===== src/rtl/tdm_chain_pkg.sv =====
package tdm_chain_pkg;

    // Valid-strobe controller states
    typedef enum logic {
        ST_IDLE    = 1'b0,
        ST_PRESENT = 1'b1
    } cap_state_e;

endpackage


===== src/rtl/tdm_shift_core.sv =====
module tdm_shift_core #(
    parameter int FRAME_W = 64
) (
    input  logic               clk,
    input  logic               rst,
    input  logic               ser_in,
    output logic [FRAME_W-1:0] frame_d,
    output logic [FRAME_W-1:0] frame_q,
    output logic               msb_out
);

    // Next value: every bit takes its lower neighbour, bit 0 takes the input
    assign frame_d[0] = ser_in;

    genvar gi;
    generate
        for (gi = 1; gi < FRAME_W; gi++) begin : g_shift
            assign frame_d[gi] = frame_q[gi-1];
        end
    endgenerate

    always_ff @(posedge clk) begin
        if (rst) begin
            frame_q <= '0;
        end else begin
            frame_q <= frame_d;
        end
    end

    assign msb_out = frame_q[FRAME_W-1];

endmodule


===== src/rtl/tdm_capture_fsm.sv =====
module tdm_capture_fsm
    import tdm_chain_pkg::*;
#(
    parameter int FRAME_W = 64,
    localparam int HALF_W = FRAME_W / 2
) (
    input  logic               clk,
    input  logic               rst,
    input  logic               fsync,
    input  logic [FRAME_W-1:0] frame_d,
    output logic [HALF_W-1:0]  left_word,
    output logic [HALF_W-1:0]  right_word,
    output logic               word_valid
);

    cap_state_e state_q;
    cap_state_e state_d;

    // Next-state logic
    always_comb begin
        state_d = state_q;
        unique case (state_q)
            ST_IDLE:    state_d = fsync ? ST_PRESENT : ST_IDLE;
            ST_PRESENT: state_d = fsync ? ST_PRESENT : ST_IDLE;
            default:    state_d = ST_IDLE;
        endcase
    end

    // State register
    always_ff @(posedge clk) begin
        if (rst) begin
            state_q <= ST_IDLE;
        end else begin
            state_q <= state_d;
        end
    end

    // Output process: parallel load of both channel words
    logic [HALF_W-1:0] slot_q [2];

    genvar ch;
    generate
        for (ch = 0; ch < 2; ch++) begin : g_slot
            // ch 0 = left (upper half), ch 1 = right (lower half)
            localparam int LO = (1 - ch) * HALF_W;
            always_ff @(posedge clk) begin
                if (rst) begin
                    slot_q[ch] <= '0;
                end else if (fsync) begin
                    slot_q[ch] <= frame_d[LO +: HALF_W];
                end
            end
        end
    endgenerate

    assign left_word  = slot_q[0];
    assign right_word = slot_q[1];
    assign word_valid = (state_q == ST_PRESENT);

endmodule


===== src/rtl/tdm_chain_stage.sv =====
module tdm_chain_stage #(
    parameter int FRAME_W = 64,
    localparam int HALF_W = FRAME_W / 2
) (
    input  logic              bclk,
    input  logic              rst,
    input  logic              fsync,
    input  logic              ser_in,
    output logic              casc_out,
    output logic [HALF_W-1:0] left_word,
    output logic [HALF_W-1:0] right_word,
    output logic              word_valid
);

    logic [FRAME_W-1:0] frame_d;
    logic [FRAME_W-1:0] frame_q;

    tdm_shift_core #(
        .FRAME_W (FRAME_W)
    ) u_shift (
        .clk     (bclk),
        .rst     (rst),
        .ser_in  (ser_in),
        .frame_d (frame_d),
        .frame_q (frame_q),
        .msb_out (casc_out)
    );

    tdm_capture_fsm #(
        .FRAME_W (FRAME_W)
    ) u_capture (
        .clk        (bclk),
        .rst        (rst),
        .fsync      (fsync),
        .frame_d    (frame_d),
        .left_word  (left_word),
        .right_word (right_word),
        .word_valid (word_valid)
    );

endmodule


===== config.mk =====
export PLATFORM = sky130hd
export DESIGN_NAME = tdm_chain_stage
export DESIGN_NICKNAME = d
export VERILOG_FILES = /design/src/rtl/tdm_chain_pkg.sv /design/src/rtl/tdm_shift_core.sv /design/src/rtl/tdm_capture_fsm.sv /design/src/rtl/tdm_chain_stage.sv
export SDC_FILE = /design/constraint.sdc
export NUM_CORES = 1
export LEC_CHECK = 0
export BUFFER_PORTS_ARGS = -buffer_cell sky130_fd_sc_hd__buf_2
export CORE_MARGIN = 2
export CORE_UTILIZATION = 55
export DETAILED_ROUTE_END_ITERATION = 6
export PLACE_DENSITY = 0.78
export SYNTH_ARGS = -nofsm -noshare
export SYNTH_HDL_FRONTEND = slang
export SYNTH_SLANG_ARGS = --single-unit

===== constraint.sdc =====
create_clock -name bclk -period 2.81 [get_ports bclk]
set_input_delay 0 -clock bclk [delete_from_list [all_inputs] [get_ports bclk]]
set_output_delay 0 -clock bclk [all_outputs]
set_load 0.005 [all_outputs]

==> results.json <==
{
  "crit_type": "input pin to register",
  "fillers": 514,
  "nNetsFinal": 357,
  "place.gp.congestion": 0.723,
  "cp_common_cell": "buf_4",
  "slowest_stage": "buf_4",
  "ys_warn_count": 0,
  "die_x_um": 92.5,
  "grt_pass1_vias": 2107,
  "fmax_mhz": 698,
  "post_cts_buffers": 0,
  "grt-ovfl-total": 0,
  "antenna_cells": 0,
  "startpoint": "rst",
  "dpl.cell_count": 434,
  "path_cells": "dlygate4sd3_1 > buf_4 > buf_4 > and3b_1",
  "finalInstanceArea_um2": 5340,
  "power.leakage_nw": 2.54,
  "first_pass_iters": 5,
  "stdcell_count": 468,
  "holdCritStartpoint": "fsync",
  "critPathMaxStageDelay_ps": 720,
  "r2r_start": "u_shift.frame_q[53]$_SDFF_PP0_",
  "die_y_um": 92.5,
  "vias_per_cell": 4.77,
  "slew_violations": 0,
  "rrSetupSlack_ps": 2060,
  "ys_seq_elements": 129,
  "grt_max_degree": 128,
  "outcome": "finished clean",
  "ioPinCount": 70,
  "core-area_um2": 7650,
  "remaining_drc_errors": 0,
  "critPathMaxFanout": 127,
  "route.vias.total": 2233,
  "final-setup-viol-count": 0,
  "min_period_over_period": 0.510,
  "portBuffers": 69,
  "synth_cell_types": 9,
  "htree_levels": 4,
  "post_cts_resized": 0,
  "finalSetupTns_ps": 0,
  "syn_to_final_growth_pct": 23.9,
  "maxSlewHeadroom": 0.363,
  "grt_usage": 0.162,
  "cts_buffers": 17,
  "clkTransAtPathRegs_ps": 60,
  "grt_pass1_wl_um": 10200,
  "final_hold_viol_count": 0,
  "wl_per_cell_um": 13.8,
  "drv_cap": 0,
  "antenna_left": 0,
  "peakVddDrop_uv": 465,
  "worstSkewPairLatency_ps": 500,
  "root_buffer": "clkbuf_8",
  "row_count": 32,
  "dp.final_hpwl_um": 3580,
  "cts_sinks": 129,
  "period_minus_slack_ps": 1430,
  "synth_area_leaders": "edfxtp_1 45%, dfxtp_1 30%, and3b_1 13%, nor2b_1 8.4%, buf_2 1.7%",
  "drt_iter0_drc": 112,
  "cp.arrival_ps": 1680,
  "rsz0062_at_grt": "false",
  "hp-class": "input pin to register",
  "routed_wl_um": 6480,
  "synth_cells": 280,
  "syn_nets": 284,
  "seqCellArea_um2": 3220,
  "yosysTopAreaCell": "edfxtp_1",
  "avgSynthCellArea_um2": 15.4,
  "critPathBufInv": 3,
  "multi_input_area_um2": 982,
  "cts_tree": "built",
  "placed_area_um2": 4720,
  "cp-start-kind": "input pin",
  "synth_top_area_frac": 0.446,
  "path_delay_family": "buffers and inverters",
  "worstPathRequired_ps": 3060,
  "dieArea_um2": 8560,
  "antenna_found_initial": 0,
  "powerDensity_nw_per_um2": 802,
  "initial_core_util": 0.564,
  "syn-cell-area_um2": 4310,
  "drive_gt1_frac": 0.287,
  "worst_clock_skew_ps": 6.80,
  "ys_seq_area_frac": 0.748,
  "worst_setup_path_end_kind": "register",
  "cts_buffer_depth": 2,
  "worst_pin_slew_ps": 955
}
-- layout by cell type (no fill, tap or decap), types with 2 or more instances in the layout --
cell,netlist,routed
clkinv_4,0,2
nor2b_1,58,58
dlygate4sd3_1,0,2
clkinvlp_4,0,5
buf_4,0,4
dfxtp_1,65,65
bufinv_16,0,2
and3b_1,64,64
and2b_1,7,7
clkbuf_8,0,3
clkbuf_16,0,17
buf_2,15,68
edfxtp_1,64,64
-- repair_timing --
action,in CTS,in global routing
hold buffers,2,0
hold endpoints to repair,4,0
setup endpoints to repair,0,0
-- routing by layer --
| metal | global-route usage | up-vias | share of wire |
|---|---|---|---|
| li1 | - | 1124 | - |
| met3 | 0.0618 | 8 | 0.042 |
| met5 | 0 | - | 0 |
| met1 | 0.199 | 1037 | 0.46 |
| met2 | 0.248 | 64 | 0.49 |
| met4 | 0.0883 | 0 | 0.015 |
-- path summary, 6_finish.rpt --
| check | cells after the start | end |
|---|---|---|
| max | 4 | u_capture.slot_q[1][28]$_SDFFCE_PN0P_ |
| min | 3 | u_capture.word_valid$_DFF_P_ |
| min reg2reg | 1 | u_shift.frame_q[24]$_SDFF_PP0_ |
| max reg2reg | 1 | u_capture.slot_q[0][22]$_SDFFCE_PN0P_ |
-- where the power goes --
group,internal [mW],total (mW),switching [mW]
sequential,2.01,2.02,0.0111
clock,1.36,2.14,0.774
combinational,0.0487,0.121,0.0722
total,3.43,4.28,0.857
-- final cells by class --
cell class              instances  share of cell area
well taps                     102              0.0239
flip-flops and latches        129               0.603
repair buffers                 75              0.0768
clock inverters                11              0.0241
clock buffers                  21              0.0881
multi-input cells             130               0.184
-- cell families (layout without fill, tap and decap cells) --
| kind of cell | count (synthesis) | after routing | synth area share |
|---|---|---|---|
| and+or+nand+nor | 130 | 130 | 0.228 |
| buffers and inverters | 21 | 107 | 0.0244 |
| DFF | 129 | 129 | 0.748 |
-- through the flow --
step	power [mW]	util	hold slack, ps	setup WS, ps
6_report	4.28	0.699	144	1380
3_3_place_gp	2.18	0.618	180	1440
5_1_grt	4.41	0.699	158	1270
3_5_place_dp	2.18	0.618	193	1420
4_1_cts	4.32	0.699	116	1400
2_1_floorplan	2.13	-	125	641
-- synth_stat cells (all sizes together) --
master / number
dfxtp: 65
and2b: 7
nor2b: 58
buf: 16
and3b: 64
edfxtp: 64
or2: 1
clkbuf: 5
-- tightest hold or removal path: cells and delay by family --
kind,cells,cell delay [ps]
buffers and inverters,2,400
AND/OR/NAND/NOR,1,190
-- sequential cells by signal, indices dropped and copies added (netlist names) --
register	flops
u_capture.slot_q	64
u_shift.frame_q	64
u_capture.word_valid	1
Note: power is estimated with default switching activity, not from simulation.
